[config.mk]
export PLATFORM = sky130hd
export DESIGN_NAME = rx_len_guard
export DESIGN_NICKNAME = d
export VERILOG_FILES = /design/src/rtl/rx_len_pkg.sv /design/src/rtl/rxl_cfg_latch.sv /design/src/rtl/rxl_byte_counter.sv /design/src/rtl/rxl_frame_ctrl.sv /design/src/rtl/rx_len_guard.sv
export SDC_FILE = /design/constraint.sdc
export NUM_CORES = 1
export LEC_CHECK = 0
export ABC_CLOCK_PERIOD_IN_PS = 2650
export BUFFER_PORTS_ARGS = -buffer_cell sky130_fd_sc_hd__clkbuf_2
export CAP_MARGIN = 20
export CORE_MARGIN = 5
export CORE_UTILIZATION = 30
export CTS_BUF_LIST = sky130_fd_sc_hd__clkbuf_16
export DETAILED_ROUTE_END_ITERATION = 6
export SKIP_CTS_REPAIR_TIMING = 1
export SLEW_MARGIN = 20
export SYNTH_ARGS = -nofsm -noshare
export SYNTH_HDL_FRONTEND = slang
export SYNTH_SLANG_ARGS = --single-unit
[constraint.sdc]
create_clock -name clk -period 2.65 [get_ports clk]
set_input_delay 0.265 -clock clk [delete_from_list [all_inputs] [get_ports clk]]
set_output_delay 0.265 -clock clk [all_outputs]
set_load 0.03 [all_outputs]
[src/rtl/rx_len_pkg.sv]
package rx_len_pkg;

  typedef enum logic [1:0] {
    ST_IDLE = 2'd0,
    ST_RUN  = 2'd1,
    ST_OVER = 2'd2
  } rxl_state_e;

  // Limit in bytes: (code + 1) blocks, block size a power of two.
  function automatic int unsigned rxl_limit(input int unsigned code,
                                            input int unsigned blk_bytes);
    return (code + 1) * blk_bytes;
  endfunction

endpackage

[src/rtl/rxl_cfg_latch.sv]
module rxl_cfg_latch #(
  parameter int CODE_W      = 7,
  parameter int BLOCK_BYTES = 32,
  parameter int CNT_W       = 13
) (
  input  logic              clk,
  input  logic              rst_n,
  input  logic              load_i,
  input  logic              en_i,
  input  logic [CODE_W-1:0] code_i,
  output logic              en_q_o,
  output logic [CNT_W-1:0]  limit_o,
  output logic [CNT_W-1:0]  limit_p1_o
);
  import rx_len_pkg::*;

  logic             en_q, en_n;
  logic [CNT_W-1:0] limit_q, limit_n;

  // configuration only moves on a frame start
  always_comb begin
    en_n    = en_q;
    limit_n = limit_q;
    if (load_i) begin
      en_n    = en_i;
      limit_n = CNT_W'(rxl_limit(32'(code_i), BLOCK_BYTES));
    end
  end

  always_ff @(posedge clk or negedge rst_n) begin
    if (!rst_n) begin
      en_q    <= 1'b0;
      limit_q <= '0;
    end else if (load_i) begin
      en_q    <= en_n;
      limit_q <= limit_n;
    end
  end

  assign en_q_o     = en_q;
  assign limit_o    = limit_q;
  assign limit_p1_o = limit_q + CNT_W'(1);

endmodule

[src/rtl/rxl_byte_counter.sv]
module rxl_byte_counter #(
  parameter int CNT_W = 13
) (
  input  logic             clk,
  input  logic             rst_n,
  input  logic             clr_i,
  input  logic             inc_i,
  output logic [CNT_W-1:0] cnt_o
);
  logic [CNT_W-1:0] cnt_q, cnt_n;
  logic             cnt_we;

  always_comb begin
    cnt_we = clr_i | inc_i;
    cnt_n  = clr_i ? '0 : cnt_q + CNT_W'(1);
  end

  always_ff @(posedge clk or negedge rst_n) begin
    if (!rst_n)      cnt_q <= '0;
    else if (cnt_we) cnt_q <= cnt_n;
  end

  assign cnt_o = cnt_q;

endmodule

[src/rtl/rxl_frame_ctrl.sv]
module rxl_frame_ctrl #(
  parameter int CNT_W = 13
) (
  input  logic             clk,
  input  logic             rst_n,
  input  logic             start_i,
  input  logic             end_i,
  input  logic             abort_i,
  input  logic             byte_i,
  input  logic             en_q_i,
  input  logic [CNT_W-1:0] limit_i,
  input  logic [CNT_W-1:0] limit_p1_i,
  input  logic [CNT_W-1:0] cnt_i,
  output logic             cnt_clr_o,
  output logic             cnt_inc_o,
  output logic             msg_end_o,
  output logic             aborted_o,
  output logic             discard_o
);
  import rx_len_pkg::*;

  localparam logic [CNT_W-1:0] CNT_MAX = '1;

  rxl_state_e st_q, st_n;
  logic       msg_q, msg_n;
  logic       ab_q, ab_n;

  always_comb begin
    st_n      = st_q;
    msg_n     = 1'b0;
    ab_n      = ab_q;
    cnt_clr_o = 1'b0;
    cnt_inc_o = 1'b0;
    if (start_i) begin
      // new frame, bytes in this cycle are not counted
      st_n      = ST_RUN;
      ab_n      = 1'b0;
      cnt_clr_o = 1'b1;
    end else begin
      case (st_q)
        ST_RUN: begin
          // count, saturating at all ones
          cnt_inc_o = byte_i && (cnt_i != CNT_MAX);
          if (byte_i && en_q_i && (cnt_i == limit_i)) begin
            // overflow wins over a same-cycle end
            st_n  = ST_OVER;
            msg_n = 1'b1;
            ab_n  = 1'b1;
          end else if (abort_i) begin
            st_n  = ST_IDLE;
            msg_n = 1'b1;
            ab_n  = 1'b1;
          end else if (end_i) begin
            st_n  = ST_IDLE;
            msg_n = 1'b1;
            ab_n  = 1'b0;
          end
        end
        ST_OVER: begin
          // one grace byte, then the count freezes
          cnt_inc_o = byte_i && (cnt_i == limit_p1_i);
        end
        default: begin
          // idle ignores everything but a start
        end
      endcase
    end
  end

  always_ff @(posedge clk or negedge rst_n) begin
    if (!rst_n) begin
      st_q  <= ST_IDLE;
      msg_q <= 1'b0;
      ab_q  <= 1'b0;
    end else begin
      st_q  <= st_n;
      msg_q <= msg_n;
      ab_q  <= ab_n;
    end
  end

  assign msg_end_o = msg_q;
  assign aborted_o = ab_q;
  assign discard_o = (st_q == ST_OVER);

endmodule

[src/rtl/rx_len_guard.sv]
module rx_len_guard #(
  parameter int CODE_W      = 7,
  parameter int BLOCK_BYTES = 32,
  localparam int CNT_W      = $clog2(((1 << CODE_W) * BLOCK_BYTES) + 3)
) (
  input  logic              clk,
  input  logic              rst_n,
  input  logic              byte_vld_i,
  input  logic              frm_start_i,
  input  logic              frm_end_i,
  input  logic              line_abort_i,
  input  logic              chk_en_i,
  input  logic [CODE_W-1:0] len_code_i,
  output logic [CNT_W-1:0]  byte_cnt_o,
  output logic              msg_end_o,
  output logic              aborted_o,
  output logic              discard_o
);

  logic             en_q;
  logic [CNT_W-1:0] limit, limit_p1, cnt;
  logic             cnt_clr, cnt_inc;

  rxl_cfg_latch #(
    .CODE_W      (CODE_W),
    .BLOCK_BYTES (BLOCK_BYTES),
    .CNT_W       (CNT_W)
  ) i_cfg (
    .clk        (clk),
    .rst_n      (rst_n),
    .load_i     (frm_start_i),
    .en_i       (chk_en_i),
    .code_i     (len_code_i),
    .en_q_o     (en_q),
    .limit_o    (limit),
    .limit_p1_o (limit_p1)
  );

  rxl_byte_counter #(.CNT_W(CNT_W)) i_cnt (
    .clk   (clk),
    .rst_n (rst_n),
    .clr_i (cnt_clr),
    .inc_i (cnt_inc),
    .cnt_o (cnt)
  );

  rxl_frame_ctrl #(.CNT_W(CNT_W)) i_ctrl (
    .clk        (clk),
    .rst_n      (rst_n),
    .start_i    (frm_start_i),
    .end_i      (frm_end_i),
    .abort_i    (line_abort_i),
    .byte_i     (byte_vld_i),
    .en_q_i     (en_q),
    .limit_i    (limit),
    .limit_p1_i (limit_p1),
    .cnt_i      (cnt),
    .cnt_clr_o  (cnt_clr),
    .cnt_inc_o  (cnt_inc),
    .msg_end_o  (msg_end_o),
    .aborted_o  (aborted_o),
    .discard_o  (discard_o)
  );

  assign byte_cnt_o = cnt;

endmodule

==> impl_metrics.yaml, run 1 <==
route:
  routedWlPerCell_um: 13.0
  vias: 1160
  vias_per_cell: 4.73
  dr.pass1.iters: 4
  drcViolationCount: 0
  ant_nets: 0
  drt-initial-drc-count: 55
  routed_wl_um: 3170
critical_path:
  crit_required_ns: 2.85
  worstPathArrival_ns: 2.28
  path_class: "reg2reg"
  cp-startpoint: "i_ctrl.st_q[0]$_DFFE_PN0P_"
  critPathLaunchType: "register"
  endpoint_kind: "register"
  cpPeakStageDelay_ns: 0.41
  r2r-start: "i_ctrl.st_q[0]$_DFFE_PN0P_"
  crit_family: "simple AND/OR/NAND/NOR gates"
  worst_path_max_delay_cell: "or3b_4"
  cp_max_fo: 10
  cp_cell_sequence: "inv_1 -> ha_1 -> or3b_4 -> a41oi_4 -> nand4_1 -> or3_1 -> nand2_1"
  cp_num_buf_inv: 1
clocking:
  cts_tree: "yes"
  cts_root_buffer: "clkbuf_16"
  numCtsBuffers: 3
  htreeDepth: 1
  clkTransAtPathRegs_ns: 0.07
  clock_latency_ns: 0.26
  clkSinkCount: 26
  clk_path_buf_depth: 2
floorplanning:
  num_rows: 25
  fp.dieH_um: 80.5
  initial_utilization_pct: 31.1
  die-area_sq_mm: 0.00648
  fp.coreArea_sq_mm: 0.00479
  die-width_um: 80.5
  design.portCount: 30
sta:
  maxSlewHeadroom_pct: 52.2
  grt_setup_unrepaired: "false"
  setup_tns_ns: 0
  hold_viol: 0
  drv_slew: 0
  max_freq_ghz: 0.481
  timing.final.ws_setup_ns: 0.571
  period_needed_ns: 2.08
  worst_pin_slew_ns: 0.717
  period_share_pct: 78.4
  setup_viol: 0
  fin_skew_ns: 0.00471
final_layout:
  seq_area_sq_um: 651
  antenna_cells: 0
  nets: 199
  layout_commonest_cell: "clkbuf_2"
  final.fill_count: 492
  fin_util_pct: 37.3
  syn_to_final_growth_pct: 19.9
  instances_no_fill: 245
  multi_input_area_sq_um: 772
  drive_gt1_share_pct: 24.2
  final_area_sq_mm: 0.00179
  layout_common_cells: "29 x clkbuf_2, 26 x dfrtp_1, 20 x nor2_1"
global_routing:
  track_usage_pct: 11.3
  antenna_found_initial: 0
  grt_max_degree: 38
  overflow: 0
  grt_pass1_wl_um: 5600
  grt_pass1_vias: 1161
flow_run:
  cap_violations: 0
synthesis:
  syn_nets: 170
  syn_inst: 150
  ys_seq_elements: 26
  ys_warn_count: 0
  mappedNetlistArea_sq_mm: 0.00149
  synth_top_area_cell: "dfrtp_1"
  ys_seq_area_share_pct: 43.7
  synth_top_cell_area_share_pct: 43.7
  synth_cell_types: 38
  avgSynthCellArea_sq_um: 9.93
  synth.area.top_cells: "dfrtp_1 44%, xnor2_1 5.9%, xor2_1 5.9%"
pwr:
  p_int_uw: 766
  switchingPower_uw: 227
  switching_share_pct: 22.8
  power_frac_comb_pct: 11.5
  p_seq_share_pct: 43.7
  peakVddDrop_mv: 0.243
  power.density_mw_per_mm2: 556
  power_leakage_nw: 0.827
  clock_power_share_pct: 44.8
place:
  pre_cts_slack_ns: 0.616
  hpwlAfterDp_um: 2410
  finalWeightedCongestion: 0.754
  place_inst: 241
  placedInstanceArea_sq_mm: 0.00168
  port_buffers: 29
run_status:
  status: "finished, final reports clean"
worst_hold_path:
  hp-class: "in2async"
[path summary, 6_finish.rpt]
| path | endpoint | slack (ns) | depth (start not counted) |
|---|---|---|---|
| setup / recovery | i_cnt.cnt_o[10]$_DFFE_PN0P_ | 0.57 | 7 |
| hold / removal | i_cnt.cnt_o[4]$_DFFE_PN0P_ | 0.02 | 1 |
| setup reg to reg | i_cnt.cnt_o[10]$_DFFE_PN0P_ | 0.57 | 7 |
| hold reg to reg | i_ctrl.aborted_o$_DFFE_PN0P_ | 0.52 | 2 |
| max in group asynchronous | i_cnt.cnt_o[10]$_DFFE_PN0P_ | 2.21 | 1 |
| min in group clk | i_cfg.limit_o[5]$_DFFE_PN0P_ | 0.21 | 2 |
[Yosys cell counts]
master and number:
mux2_2 4, nor3b_1 1, o31ai_1 1, nand2b_1 2
o32ai_1 1, and4b_2 1, and4_2 1, nor4b_1 1
clkbuf_8 1, and2_2 1, nand3b_1 1, nand2_1 8
dfrtp_1 26, nand4_1 5, inv_1 8, and3_1 3
ha_1 6, buf_2 1, a22oi_1 1, buf_6 1
or3b_4 1, a41oi_4 1, xnor2_1 10, nor4_1 1
nand3_1 10, mux2i_1 2, and4bb_2 1, nor2_1 20
or3_1 1, clkbuf_1 2, o21ai_0 3, a21oi_1 7
nor2b_1 2, and4_1 1, xor2_1 10, o211ai_1 1
nor3_1 1, a21o_1 2
[layer usage]
metal	routed length, um	vias up	part of all wire, %	GRT usage (%)
li1	-	571	-	-
met1	1560	556	49	15.5
met2	1380	28	44	17.1
met3	169	5	5.3	2.35
met4	58	0	1.8	4.56
met5	0	-	0	0
[registers in the layout, summed over array words and instances (netlist names)]
signal	flops
i_ctrl.aborted_o	1
i_ctrl.msg_end_o	1
i_cfg.limit_o	8
i_cnt.cnt_o	13
i_ctrl.st_q	2
i_cfg.en_q_o	1
[through the flow]
step	hold slack, ns	power [mW]
6_report	0.0163	0.993
5_1_grt	0.0847	1.04
4_1_cts	0.0370	1.01
3_5_place_dp	0.323	0.558
3_3_place_gp	0.322	0.556
2_1_floorplan	-0.0306	0.518
[kinds of logic after synthesis]
group / synth area share [%]
AO/OA/AOI/OAI: 8.31
XOR/XNOR: 11.8
adder cells (fa/ha/maj): 5.04
buffers and inverters: 4.53
flip-flops: 43.7
multiplexers: 4.37
AND/OR/NAND/NOR: 22.3
[worst reg2reg max path, stage by stage, from the launching register on]
cell and delay, ns:
dfrtp_1 0.38, inv_1 0.06, ha_1 0.29, or3b_4 0.41, a41oi_4 0.32, nand4_1 0.16
or3_1 0.32, nand2_1 0.07
[cell type report]
cell class / instances / area share [%]
clock inverters: 1 / 1.68
inverters: 8 / 1.68
multi-input cells: 111 / 43.2
repair buffers: 29 / 8.12
well taps: 67 / 4.69
flip-flops and latches: 26 / 36.4
clock buffers: 3 / 4.20
[power by group through the flow]
stage | clock (mW) | combinational (mW) | sequential [mW]
after detailed placement | 0 | 0.116 | 0.442
final | 0.445 | 0.114 | 0.434
after global routing | 0.471 | 0.130 | 0.438
after floorplan | 0 | 0.0699 | 0.448
after global placement | 0 | 0.114 | 0.441
after CTS | 0.456 | 0.116 | 0.435
Note: power is estimated with default switching activity, not from simulation.
==> run 2, diff against run 1 <==
--- a/config.mk
+++ b/config.mk
@@ -5,7 +5,7 @@
 export SDC_FILE = /design/constraint.sdc
 export NUM_CORES = 1
 export LEC_CHECK = 0
-export ABC_CLOCK_PERIOD_IN_PS = 2650
+export ABC_CLOCK_PERIOD_IN_PS = 2100
 export BUFFER_PORTS_ARGS = -buffer_cell sky130_fd_sc_hd__clkbuf_2
 export CAP_MARGIN = 20
 export CORE_MARGIN = 5
==> constraint.sdc (replaced) <==
create_clock -name clk -period 2.1 [get_ports clk]
set_input_delay 0.21 -clock clk [delete_from_list [all_inputs] [get_ports clk]]
set_output_delay 0.21 -clock clk [all_outputs]
set_load 0.03 [all_outputs]
==> run 2 against run 1 <==
  * Die area is the same
  * Clock power up 25%
  * Global-route usage decreased by 0.49 points
  * Hold slack lost 0.053 ns
  * Critical path type unchanged
  * First-iteration DRC count is 18% lower
  * Combinational power is 37% higher
  * Sequential power increased by 26%
  * Design area increased by 2.7%
  * Largest cell class unchanged
  * Clock skew grew 0.00051 ns
  * Critical endpoint is now i_cnt.cnt_o[0]$_DFFE_PN0P_
  * The flow now finishes with violations (hold timing)
==> impl_metrics.yaml, run 2 (synthesis results as in run 1) <==
run_status:
  status: "complete, but fails checks"
  violations: "hold timing"
floorplanning:
  design.portCount: 30
  die-area_sq_mm: 0.00648
  die-width_um: 80.5
  initial_utilization_pct: 31.1
  num_rows: 25
  fp.coreArea_sq_mm: 0.00479
  fp.dieH_um: 80.5
place:
  pre_cts_slack_ns: 0.0622
  hpwlAfterDp_um: 2420
  port_buffers: 29
  finalWeightedCongestion: 0.788
route:
  drcViolationCount: 0
  routed_wl_um: 3260
  drt-initial-drc-count: 45
  dr.pass1.iters: 4
  vias_per_cell: 4.67
  routedWlPerCell_um: 13.0
  ant_nets: 0
  vias: 1172
critical_path:
  cp_max_fo: 7
  r2r_setup_slack_ns: 0.07
  r2r_end: "i_cnt.cnt_o[0]$_DFFE_PN0P_"
  r2r_cells: 7
  cpPeakStageDelay_ns: 0.39
  cp_num_buf_inv: 2
  cp-startpoint: "i_ctrl.st_q[0]$_DFFE_PN0P_"
  crit_end: "i_cnt.cnt_o[0]$_DFFE_PN0P_"
  endpoint_kind: "register"
  crit_family: "simple AND/OR/NAND/NOR gates"
  worst_path_max_delay_cell: "or3b_4"
  critPathLaunchType: "register"
  crit_cells: 7
  r2r-start: "i_ctrl.st_q[0]$_DFFE_PN0P_"
  crit_required_ns: 2.25
  worstPathArrival_ns: 2.18
  path_class: "reg2reg"
  cp_cell_sequence: "inv_1 -> ha_1 -> or3b_4 -> a41oi_4 -> buf_4 -> nor2_1 -> mux2_2"
clocking:
  clkSinkCount: 26
  cts_tree: "yes"
  clkTransAtPathRegs_ns: 0.07
  cts_root_buffer: "clkbuf_16"
  clock_latency_ns: 0.26
  numCtsBuffers: 3
  clk_path_buf_depth: 2
  htreeDepth: 1
global_routing:
  grt_pass1_wl_um: 5530
  antenna_found_initial: 0
  track_usage_pct: 10.8
  grt_pass1_vias: 1183
  overflow: 0
  grt_max_degree: 38
pwr:
  report.power.total_mw: 1.26
  power_frac_comb_pct: 12.4
  switching_share_pct: 22.6
  power.density_mw_per_mm2: 686
  power_leakage_nw: 0.858
  p_int_uw: 975
  p_seq_share_pct: 43.5
  peakVddDrop_mv: 0.371
  clock_power_share_pct: 44.2
  switchingPower_uw: 285
final_layout:
  layout_common_cells: "29 x clkbuf_2, 26 x dfrtp_1, 20 x nor2_1"
  antenna_cells: 0
  syn_to_final_growth_pct: 23.2
  drive_gt1_share_pct: 26.6
  final.fill_count: 501
  layout_commonest_cell: "clkbuf_2"
  nets: 205
  fin_util_pct: 38.4
  largest_register_ffs: 13
sta:
  timing.final.ws_setup_ns: 0.0723
  setup_viol: 0
  worst_pin_slew_ns: 0.721
  period_share_pct: 96.6
  period_needed_ns: 2.03
  holdWs_ns: -0.0371
  max_freq_ghz: 0.493
  hold_viol: 26
  maxSlewHeadroom_pct: 51.9
  fin_skew_ns: 0.00522
  drv_slew: 0
worst_hold_path:
  hp-class: "in2async"
flow_run:
  cap_violations: 0
==> run 2: changes by cell type in the layout (fill, tap and decap cells not counted), sizes merged <==
cell	before	now
buf	0	6
==> run 2: how the worst min path moves through the flow <==
stage | start | end | slack (ns) | cells after the start
3_3_place_gp | rst_n | i_cnt.cnt_o[1]$_DFFE_PN0P_ | 0.27 | 1
6_report | rst_n | i_cnt.cnt_o[3]$_DFFE_PN0P_ | -0.04 | 1
3_5_place_dp | rst_n | i_cnt.cnt_o[3]$_DFFE_PN0P_ | 0.28 | 1
2_1_floorplan | rst_n | i_cfg.en_q_o$_DFFE_PN0P_ | -0.09 | 0
5_1_grt | rst_n | i_cnt.cnt_o[3]$_DFFE_PN0P_ | 0.03 | 1
4_1_cts | rst_n | i_cnt.cnt_o[3]$_DFFE_PN0P_ | -0.009 | 1
==> run 2: stage by stage <==
step / instances / setup TNS (ns) / cell area (sq um)
2_1_floorplan: 150 / 0 / 1490
3_3_place_gp: 243 / 0 / 1700
3_5_place_dp: 243 / 0 / 1700
4_1_cts: 247 / 0 / 1800
5_1_grt: 251 / -0.0415 / 1840
6_report: 251 / 0 / 1840
==> run 2: metal layers <==
layer / GRT usage, % / routed length [um] / vias to the layer above
met5: 0 / 0 / -
met4: 1.01 / 12 / 0
met3: 3.59 / 178 / 2
met2: 16.9 / 1450 / 29
met1: 14.9 / 1620 / 556
li1: - / - / 585
==> run 2: power by group through the flow <==
stage | Clock, mW | Combinational (mW) | Sequential [mW]
6_report | 0.557 | 0.156 | 0.547
2_1_floorplan | 0 | 0.0882 | 0.565
3_5_place_dp | 0 | 0.147 | 0.558
4_1_cts | 0.569 | 0.148 | 0.548
5_1_grt | 0.597 | 0.173 | 0.552
3_3_place_gp | 0 | 0.145 | 0.557
==> run 2: final cells by class <==
| type | instances | area, sq um | area share [%] |
|---|---|---|---|
| sequential | 26 | 651 | 35.4 |
| tap | 67 | 83.8 | 4.57 |
| timing repair buffer | 35 | 194 | 10.6 |
| inverter | 8 | 30.0 | 1.64 |
| clock buffer | 3 | 75.1 | 4.09 |
| multi-input combinational | 111 | 772 | 42.1 |
| clock inverter | 1 | 30.0 | 1.64 |
